### config.mk
export PLATFORM = sky130hd
export DESIGN_NAME = ivt_bank
export DESIGN_NICKNAME = d
export VERILOG_FILES = /design/src/rtl/ivt_pkg.sv /design/src/rtl/ivt_decode.sv /design/src/rtl/ivt_counter.sv /design/src/rtl/ivt_channel.sv /design/src/rtl/ivt_bank.sv
export SDC_FILE = /design/constraint.sdc
export NUM_CORES = 1
export LEC_CHECK = 0
export CORE_AREA = 10 10 143 145
export DETAILED_ROUTE_END_ITERATION = 6
export DIE_AREA = 0 0 153 155
export PLACE_DENSITY_LB_ADDON = 0.25
export SYNTH_ARGS = -nofsm -noshare
export SYNTH_HDL_FRONTEND = slang
export SYNTH_HIERARCHICAL = 1
export SYNTH_SLANG_ARGS = --single-unit
export TNS_END_PERCENT = 20
### constraint.sdc
create_clock -name clk -period 6.95 [get_ports clk]
set_input_delay 2.085 -clock clk [delete_from_list [all_inputs] [get_ports clk]]
set_output_delay 2.085 -clock clk [all_outputs]
set_load 0.01 [all_outputs]
### src/rtl/ivt_pkg.sv
package ivt_pkg;

    localparam int DATA_W = 32;

    typedef logic [DATA_W-1:0] word_t;

    // Control word layout: bit 1 holds counting while halted, bit 0 enables the interrupt
    typedef struct packed {
        logic hold_on_halt;
        logic irq_en;
    } tctl_t;

    typedef enum logic [1:0] {
        SEL_NONE  = 2'd0,
        SEL_COUNT = 2'd1,
        SEL_CTRL  = 2'd2,
        SEL_LIMIT = 2'd3
    } rsel_e;

    // Offsets of the three registers relative to a timer's base
    localparam int unsigned CNT_OFS = 0;
    localparam int unsigned CTL_OFS = 1;
    localparam int unsigned LIM_OFS = 2;

    // Timer 0 sits at 0x21, timer 1 at 0x100, further ones every 0x10 after that
    function automatic int unsigned chan_base(input int unsigned idx);
        if (idx == 0) return 32'h21;
        return 32'h100 + (idx - 1) * 32'h10;
    endfunction

    function automatic word_t ctl_to_word(input tctl_t c);
        return word_t'(c);
    endfunction

endpackage

### src/rtl/ivt_decode.sv
module ivt_decode
    import ivt_pkg::*;
#(
    parameter int ADDR_W = 12,
    parameter int NTIMER = 2
) (
    input  logic [ADDR_W-1:0] addr_i,
    output rsel_e             sel_o [NTIMER]
);

    for (genvar g = 0; g < NTIMER; g++) begin : g_dec
        localparam int unsigned BASE = chan_base(g);
        localparam logic [ADDR_W-1:0] A_CNT = ADDR_W'(BASE + CNT_OFS);
        localparam logic [ADDR_W-1:0] A_CTL = ADDR_W'(BASE + CTL_OFS);
        localparam logic [ADDR_W-1:0] A_LIM = ADDR_W'(BASE + LIM_OFS);

        always_comb begin
            if (addr_i == A_CNT)      sel_o[g] = SEL_COUNT;
            else if (addr_i == A_CTL) sel_o[g] = SEL_CTRL;
            else if (addr_i == A_LIM) sel_o[g] = SEL_LIMIT;
            else                      sel_o[g] = SEL_NONE;
        end
    end

endmodule

### src/rtl/ivt_counter.sv
module ivt_counter
    import ivt_pkg::*;
(
    input  logic  clk,
    input  logic  rst,
    input  logic  tick_i,
    input  logic  ld_i,
    input  word_t ld_val_i,
    input  word_t limit_i,
    input  logic  ack_i,
    output word_t count_o,
    output logic  pending_o
);

    word_t count_q;
    logic  pend_q;
    logic  hit;
    logic  wrap_evt;

    assign hit      = (count_q == limit_i);
    assign wrap_evt = tick_i && hit && !ld_i;

    always_ff @(posedge clk) begin
        if (rst) begin
            count_q <= '0;
            pend_q  <= 1'b0;
        end else begin
            // software load wins over advancing
            if (ld_i)          count_q <= ld_val_i;
            else if (tick_i)   count_q <= hit ? '0 : count_q + 1'b1;
            // a terminal match outranks the acknowledge
            if (wrap_evt)      pend_q <= 1'b1;
            else if (ack_i)    pend_q <= 1'b0;
        end
    end

    assign count_o   = count_q;
    assign pending_o = pend_q;

    assert_reset_clear_R1: assert property (@(posedge clk)
        rst |=> (count_q == '0) && !pend_q);

    assert_step_R3: assert property (@(posedge clk) disable iff (rst)
        (!ld_i && tick_i && !hit) |=> count_q == $past(count_q) + 1'b1);

    assert_wrap_R4: assert property (@(posedge clk) disable iff (rst)
        (!ld_i && tick_i && hit) |=> (count_q == '0) && pend_q);

    assert_ack_R8: assert property (@(posedge clk) disable iff (rst)
        (ack_i && !(tick_i && hit && !ld_i)) |=> !pend_q);

    assert_ack_vs_match_R9: assert property (@(posedge clk) disable iff (rst)
        (ack_i && tick_i && hit && !ld_i) |=> pend_q);

    assert_load_R10: assert property (@(posedge clk) disable iff (rst)
        ld_i |=> count_q == $past(ld_val_i));

endmodule

### src/rtl/ivt_channel.sv
module ivt_channel
    import ivt_pkg::*;
(
    input  logic  clk,
    input  logic  rst,
    input  rsel_e sel_i,
    input  logic  wr_en_i,
    input  word_t wdata_i,
    input  logic  halted_i,
    output word_t rdata_o,
    output logic  irq_o
);

    tctl_t ctl_q;
    word_t lim_q;
    word_t cnt;
    logic  pend;
    logic  wr_cnt, wr_ctl, wr_lim;
    logic  tick;

    assign wr_cnt = wr_en_i && (sel_i == SEL_COUNT);
    assign wr_ctl = wr_en_i && (sel_i == SEL_CTRL);
    assign wr_lim = wr_en_i && (sel_i == SEL_LIMIT);

    assign tick = !(ctl_q.hold_on_halt && halted_i);

    always_ff @(posedge clk) begin
        if (rst) begin
            ctl_q <= '0;
            lim_q <= '0;
        end else begin
            if (wr_ctl) ctl_q <= tctl_t'(wdata_i[1:0]);
            if (wr_lim) lim_q <= wdata_i;
        end
    end

    ivt_counter u_cnt (
        .clk       (clk),
        .rst       (rst),
        .tick_i    (tick),
        .ld_i      (wr_cnt),
        .ld_val_i  (wdata_i),
        .limit_i   (lim_q),
        .ack_i     (wr_ctl),
        .count_o   (cnt),
        .pending_o (pend)
    );

    always_comb begin
        unique case (sel_i)
            SEL_COUNT: rdata_o = cnt;
            SEL_CTRL:  rdata_o = ctl_to_word(ctl_q);
            SEL_LIMIT: rdata_o = lim_q;
            default:   rdata_o = '0;
        endcase
    end

    assign irq_o = pend && ctl_q.irq_en;

    assert_hold_R7: assert property (@(posedge clk) disable iff (rst)
        (!wr_cnt && ctl_q.hold_on_halt && halted_i) |=> $stable(cnt));

    assert_irq_gate_R6: assert property (@(posedge clk) disable iff (rst)
        (wr_ctl && !wdata_i[0]) |=> !irq_o);

endmodule

### src/rtl/ivt_bank.sv
module ivt_bank
    import ivt_pkg::*;
#(
    parameter int ADDR_W = 12,
    parameter int NTIMER = 2
) (
    input  logic              clk,
    input  logic              rst,
    input  logic [ADDR_W-1:0] addr,
    input  logic              wr_en,
    input  logic [31:0]       wdata,
    output logic [31:0]       rdata,
    input  logic              halted,
    output logic [NTIMER-1:0] irq
);

    rsel_e             sel [NTIMER];
    word_t             ch_rd [NTIMER];
    logic [NTIMER-1:0] chan_hit;

    ivt_decode #(
        .ADDR_W (ADDR_W),
        .NTIMER (NTIMER)
    ) u_dec (
        .addr_i (addr),
        .sel_o  (sel)
    );

    for (genvar g = 0; g < NTIMER; g++) begin : g_chan
        assign chan_hit[g] = (sel[g] != SEL_NONE);

        ivt_channel u_ch (
            .clk      (clk),
            .rst      (rst),
            .sel_i    (sel[g]),
            .wr_en_i  (wr_en),
            .wdata_i  (wdata),
            .halted_i (halted),
            .rdata_o  (ch_rd[g]),
            .irq_o    (irq[g])
        );
    end

    // unselected channels drive zero, so an OR merges the readback
    always_comb begin
        rdata = '0;
        for (int i = 0; i < NTIMER; i++) rdata = rdata | ch_rd[i];
    end

    assert_one_chan_R2: assert property (@(posedge clk) disable iff (rst)
        $onehot0(chan_hit));

    assert_unmapped_zero_R2: assert property (@(posedge clk) disable iff (rst)
        (chan_hit == '0) |-> (rdata == '0));

endmodule

==> impl_metrics.tcl, run 1 <==
set metrics [dict create \
    outcome "finished with violations" \
    violations "setup timing" \
    ys_types 47 \
    r2r_cells 7 \
    synth-xor-area-share_pct 9.53 \
    track_usage_pct 24.5 \
    synth_top_area_share_pct 28.3 \
    synth_compound_area_share_pct 10.2 \
    crit_arrival_ns 4.88 \
    antenna_left 0 \
    fill_cells 1497 \
    required_ns 4.87 \
    dieArea_um2 23700 \
    worstSetupPathType "in -> out" \
    antenna_found_initial 0 \
    synth_warnings 6 \
    ys_ff_latch 134 \
    cp_max_fo 9 \
    htreeDepth 4 \
    mostFrequentLayoutCells "dfxtp_1 (134), nand2b_1 (133), mux2i_1 (123), xnor2_1 (81), a21oi_1 (66)" \
    worstSetupEndpointType "output port" \
    ys.flop_type "dfxtp_1" \
    gr-total-overflow 0 \
    grt_start_max_net_pins 76 \
    grt_pass1_vias 7896 \
    endpoint "rdata[24]" \
    netlist_area_um2 9470 \
    clock_skew_ns 0.00767 \
    seqCellArea_um2 2680 \
    path_clk_slew_ns 0.06 \
    multi_input_area_um2 6300 \
    clock_path_buffers 2 \
    synthArstFlopShare_pct 0 \
    dieWidth_um 153 \
    layout_commonest_cell "dfxtp_1" \
    portBuffers 81 \
    rr_endpoint "g_chan[1].u_ch/u_cnt/count_o[14]" \
    drt_iter0_markers 990 \
    syn_inst 1118 \
    wl_met2_mm 14.0 \
    syn_avg_cell_area_um2 8.47 \
    clkLatencyLatePin_ns 0.43 \
    drive_gt1_share_pct 8.70 \
    timing.final.crit_share_pct 100 \
    finalSetupViolations 1 \
    num_vias 8533 \
    yosysSeqAreaShare_pct 28.3 \
    cts_tree "built" \
    synthMuxAreaShare_pct 14.0 \
    wire_per_inst_um 21.7 \
    synth_enable_flop_cells 0 \
    gp_congestion 0.966 \
    setup.worst_path.start "addr[3]" \
    die_h_um 155 \
    m1WireLength_mm 12.9 \
    worst_pin_slew_ns 1.14 \
    core_um2 17700 \
    synthAdderAreaFrac_pct 0.264 \
    cts.root.buffer_cell "clkbuf_16" \
    stdcell_count 1401 \
    r2r-start "g_chan[1].u_ch/u_cnt/count_o[1]" \
    vdd_drop_max_uv 196 \
    power_mw 1.81 \
    grt_pass1_wl_mm 46.7 \
    highest_layer "met4" \
    synth_top_area_cell "dfxtp_1" \
    start_util_pct 53.6 \
    hold_violations 0 \
    p_leak_nw 3.67 \
    fmax_mhz 144 \
    ios 82 \
    rsz0062_at_grt "true" \
    cts_sinks 134 \
    antenna_cells 0 \
    final_nets 1210 \
    dp.cells 1366 \
    slew-limit-headroom_pct 24.3 \
    cts_buffers 17 \
    drcViolationCount 0 \
    r2r_setup_slack_ns 3.89 \
    synth_top_family_by_area "simple AND/OR/NAND/NOR gates" \
    min_period_ns 6.96 \
    vias_per_cell 6.09 \
    dpl.hpwl_mm 21.6 \
    std_cell_rows 49 \
    synth_area_leaders "dfxtp_1 (28%), mux2i_1 (14%), nand2b_1 (8.8%), xnor2_1 (7.5%), nor2b_1 (4.2%)" \
    p_per_area_nw_per_um2 162 \
    maxSlewViolCount 0 \
    worstSetupStartpointType "primary input" \
    route.met3.wl_mm 2.24 \
    drv_cap 0 \
    area_delta_synth_final_pct 17.5 \
    holdCritPathClass "reg -> reg" \
    synth-simple-area-share_pct 31.5 \
    syn_nets 1168 \
    setup_ws_ns -0.0135 \
    drt_pass1_iterations 5 \
    drt_wl_total_mm 30.4 \
]
## where the power goes
part	switching (mW)	internal, mW
registers	0.000468	0.769
clock network	0.359	0.581
logic	0.0512	0.0443
total	0.410	1.39
## per-stage QoR
stage | worst slack (ns) | instance area [um2] | utilization, % | TNS [ns] | hold WS (ns)
floorplan | 0.876 | 9470 | - | 0 | 0.461
global route | -0.0613 | 11100 | 63.0 | -0.250 | 0.523
global placement | -0.0896 | 10400 | 58.8 | -0.400 | 0.487
CTS | -0.00183 | 11000 | 62.3 | -0.00290 | 0.504
detailed placement | -0.100 | 10400 | 58.8 | -0.586 | 0.493
finish | -0.0135 | 11100 | 63.0 | -0.0135 | 0.503
## final cells by class
class	instances	share of cell area [%]
tap	229	2.58
clock inverter	11	1.36
clock buffer	20	4.10
timing repair buffer	111	10.4
sequential	134	24.1
multi-input combinational	872	56.6
inverter	24	0.810
## cells in the mapped netlist, types with 24 or more instances
| cell type | number |
|---|---|
| dfxtp_1 | 134 |
| nand2b_1 | 133 |
| mux2i_1 | 128 |
| xnor2_1 | 81 |
| a21oi_1 | 66 |
| nor2b_1 | 64 |
| clkbuf_1 | 56 |
| nand2_1 | 44 |
| nand4_1 | 40 |
| nor3b_1 | 40 |
| o22ai_1 | 40 |
| or2_1 | 32 |
| nand3_1 | 30 |
| nor2_1 | 28 |
| inv_1 | 24 |
## registers in the layout, summed over array words and instances, names as in the netlist
register / flops
g_chan.u_ch/lim_q: 64
g_chan.u_ch/u_cnt/count_o: 64
g_chan.u_ch/ctl_q: 4
g_chan.u_ch/u_cnt/pending_o: 2
## kinds of logic (layout without fill, tap and decap cells)
logic type                 after synthesis  after routing
AOI/OAI and AO/OA                      152            152
xor gates and xnor gates               103            103
muxes                                  132            132
DFF                                    134            134
buffers and inverters                  112            166
and+or+nand+nor                        483            483
adders and majority gates                2              2
## per-layer routing
metal | vias up | GRT usage, %
met2 | 389 | 38.6
met3 | 75 | 3.97
met4 | 0 | 11.7
li1 | 3993 | -
met5 | - | 0
met1 | 4076 | 32.1
## worst min-delay path by stage
stage	cells after the start	slack [ns]	endpoint	from
finish	2	0.50	g_chan[0].u_ch/ctl_q[0]	g_chan[0].u_ch/ctl_q[0]
global route	2	0.52	g_chan[0].u_ch/lim_q[24]	g_chan[0].u_ch/lim_q[24]
CTS	2	0.50	g_chan[0].u_ch/lim_q[4]	g_chan[0].u_ch/lim_q[4]
detailed placement	2	0.49	g_chan[0].u_ch/lim_q[4]	g_chan[0].u_ch/lim_q[4]
global placement	2	0.49	g_chan[0].u_ch/lim_q[4]	g_chan[0].u_ch/lim_q[4]
floorplan	2	0.46	g_chan[0].u_ch/ctl_q[0]	g_chan[0].u_ch/ctl_q[0]
## worst max-delay path, stage by stage
cell and delay (ns):
clkdlybuf4s50_1 0.40, or4_4 0.58, nor4_2 0.27, buf_4 0.24, buf_12 0.19, mux2i_1 0.29, nor2b_1 0.08, or2_1 0.23
clkdlybuf4s50_1 0.49
## repair_timing
| item | CTS | global route |
|---|---|---|
| setup endpoints to repair | 18 | 22 |
| setup buffers | 1 | 2 |
| hold buffers | 0 | 0 |
| cloned | 0 | 1 |
| gates resized for setup | 3 | 24 |
| pin swaps | 0 | 0 |
Note: power is estimated with default switching activity, not from simulation.
==> inputs of run 2 (changes only) <==
--- a/config.mk
+++ b/config.mk
@@ -5,6 +5,7 @@
 export SDC_FILE = /design/constraint.sdc
 export NUM_CORES = 1
 export LEC_CHECK = 0
+export CAP_MARGIN = 20
 export CORE_AREA = 10 10 143 145
 export DETAILED_ROUTE_END_ITERATION = 6
 export DIE_AREA = 0 0 153 155
==> run 2 against run 1 <==
Cell count hardly changed. Largest cell class unchanged. Critical path type unchanged. Sequential power hardly changed. Critical endpoint unchanged. The run still ends with setup timing left. Setup slack got worse by 0.0094 ns. Largest power group unchanged. Clock power hardly changed. Core utilization rose by 0.11 points. Register-to-register slack better by 0.03 ns.
==> impl_metrics.tcl, run 2 (synthesized netlist as in run 1, its figures left out) <==
set metrics [dict create \
    holdPathEnd "g_chan[0].u_ch/ctl_q[0]" \
    required_ns 4.87 \
    cts_hold_buf 0 \
    path_clk_slew_ns 0.06 \
    violations "setup timing" \
    holdCritPathClass "reg -> reg" \
    worstSetupPathType "in -> out" \
    r2r_setup_slack_ns 3.92 \
    start_util_pct 53.6 \
    r2r_cells 7 \
    wire_per_inst_um 21.7 \
    wl_met2_mm 14.0 \
    worstSetupStartpointType "primary input" \
    clkLatencyLatePin_ns 0.43 \
    grt_start_max_net_pins 76 \
    dieWidth_um 153 \
    p_leak_nw 3.68 \
    hold_violations 0 \
    cp_slowest_cell "or4_4" \
    crit_arrival_ns 4.89 \
    cp_common_cell "clkdlybuf4s50_1" \
    route.met3.wl_mm 2.14 \
    worst_pin_slew_ns 1.11 \
    rr_endpoint "g_chan[1].u_ch/u_cnt/count_o[14]" \
    core_um2 17700 \
    r2r-start "g_chan[1].u_ch/u_cnt/count_o[1]" \
    seqCellArea_um2 2680 \
    cts_buffers 17 \
    grt_pass1_vias 7896 \
    dp.cells 1366 \
    die_h_um 155 \
    track_usage_pct 24.5 \
    worstHoldPathCells 2 \
    gp_congestion 0.966 \
    worstSetupEndpointType "output port" \
    grt_pass1_wl_mm 46.7 \
    drcViolationCount 0 \
    drv_cap 0 \
    std_cell_rows 49 \
    hold-worst-slack_ns 0.501 \
    layout_commonest_cell "dfxtp_1" \
    finalSetupViolations 1 \
    fmax_mhz 143 \
    critPathTopFamily "buffers and inverters" \
    min_period_ns 6.97 \
    htreeDepth 4 \
    final_area_um2 11100 \
    m1WireLength_mm 13.0 \
    ios 82 \
    rsz0062_at_grt "true" \
    portBuffers 81 \
    cts_tree "built" \
    dieArea_um2 23700 \
    power_mw 1.81 \
    vias_per_cell 6.12 \
    mostFrequentLayoutCells "dfxtp_1 (134), nand2b_1 (133), mux2i_1 (123), xnor2_1 (81), a21oi_1 (66)" \
    hp-start "g_chan[0].u_ch/ctl_q[0]" \
    outcome "finished with violations" \
    cts.root.buffer_cell "clkbuf_16" \
    drt_wl_total_mm 30.4 \
    clock_skew_ns 0.00992 \
    place_area_um2 10400 \
    setup_ws_ns -0.0229 \
    gr-total-overflow 0 \
    highest_layer "met4" \
    stdcell_count 1402 \
    cp.buffers_inverters 4 \
    fill_cells 1495 \
    drt_pass1_iterations 5 \
    antenna_cells 0 \
    area_delta_synth_final_pct 17.8 \
    dpl.hpwl_mm 21.6 \
    path_cells "clkdlybuf4s50_1, or4_4, nor4_2, buf_4, buf_12, mux2i_1, nor2b_1, or2_1, clkdlybuf4s50_1" \
    maxSlewViolCount 0 \
    slowest_delay_ns 0.58 \
    vdd_drop_max_uv 196 \
    multi_input_area_um2 6300 \
    finalSetupTns_ns -0.0229 \
    clock_path_buffers 2 \
    antenna_found_initial 0 \
    p_per_area_nw_per_um2 162 \
    final_nets 1211 \
    drive_gt1_share_pct 8.78 \
    cp_max_fo 9 \
    cts_sinks 134 \
    antenna_left 0 \
    timing.final.crit_share_pct 100 \
    num_vias 8578 \
    slew-limit-headroom_pct 25.9 \
    drt_iter0_markers 991 \
]
-- run 2: cell count changes in the layout (fill, tap and decap cells not counted), sizes merged --
cell / change
buf: +1
-- run 2: where the power goes --
group	switching [mW]	internal [mW]	leakage [nW]
logic	0.0513	0.0443	2.32
clock network	0.362	0.581	0.284
registers	0.000471	0.769	1.08
-- run 2: metal layers --
layer | vias to the layer above | GRT usage, %
met5 | - | 0
met4 | 0 | 11.7
met3 | 77 | 3.97
met2 | 416 | 38.6
met1 | 4084 | 32.1
li1 | 4001 | -
-- run 2: what timing repair did --
item                                    CTS  global route
buffers inserted                          1             2
gates cloned                              0             1
endpoints found under the setup margin   18            22
resized for setup                         3            24
-- run 2: stage by stage --
step	util (%)	worst slack, ns
detailed placement	58.8	-0.100
floorplan	-	0.876
finish	63.1	-0.0229
global placement	58.8	-0.0896
CTS	62.3	-0.00183
global route	63.1	-0.0613
-- run 2: worst max path at each step --
stage	startpoint	slack, ns	end	depth (start not counted)
after global placement	addr[3]	-0.09	rdata[25]	9
final	addr[3]	-0.02	rdata[24]	9
after global routing	addr[3]	-0.06	rdata[8]	9
after CTS	addr[3]	-0.002	rdata[26]	9
after floorplan	addr[3]	0.88	rdata[0]	5
after detailed placement	addr[3]	-0.10	rdata[25]	9
-- run 2: final cells by class --
cell class,count,area share [%]
Inverter,24,0.808
Clock inverter,11,1.36
Tap cell,229,2.57
Clock buffer,20,4.10
Timing Repair Buffer,112,10.6
Multi-Input combinational cell,872,56.5
Sequential cell,134,24.1
-- run 2: worst register-to-register path: cells and delay by family (launching register included) --
family,cells,cell delay [ns]
AND/OR/NAND/NOR,4,1.63
XOR/XNOR,1,0.47
AO/OA/AOI/OAI,1,0.12
flip-flops,1,0.37
buffers and inverters,1,0.31
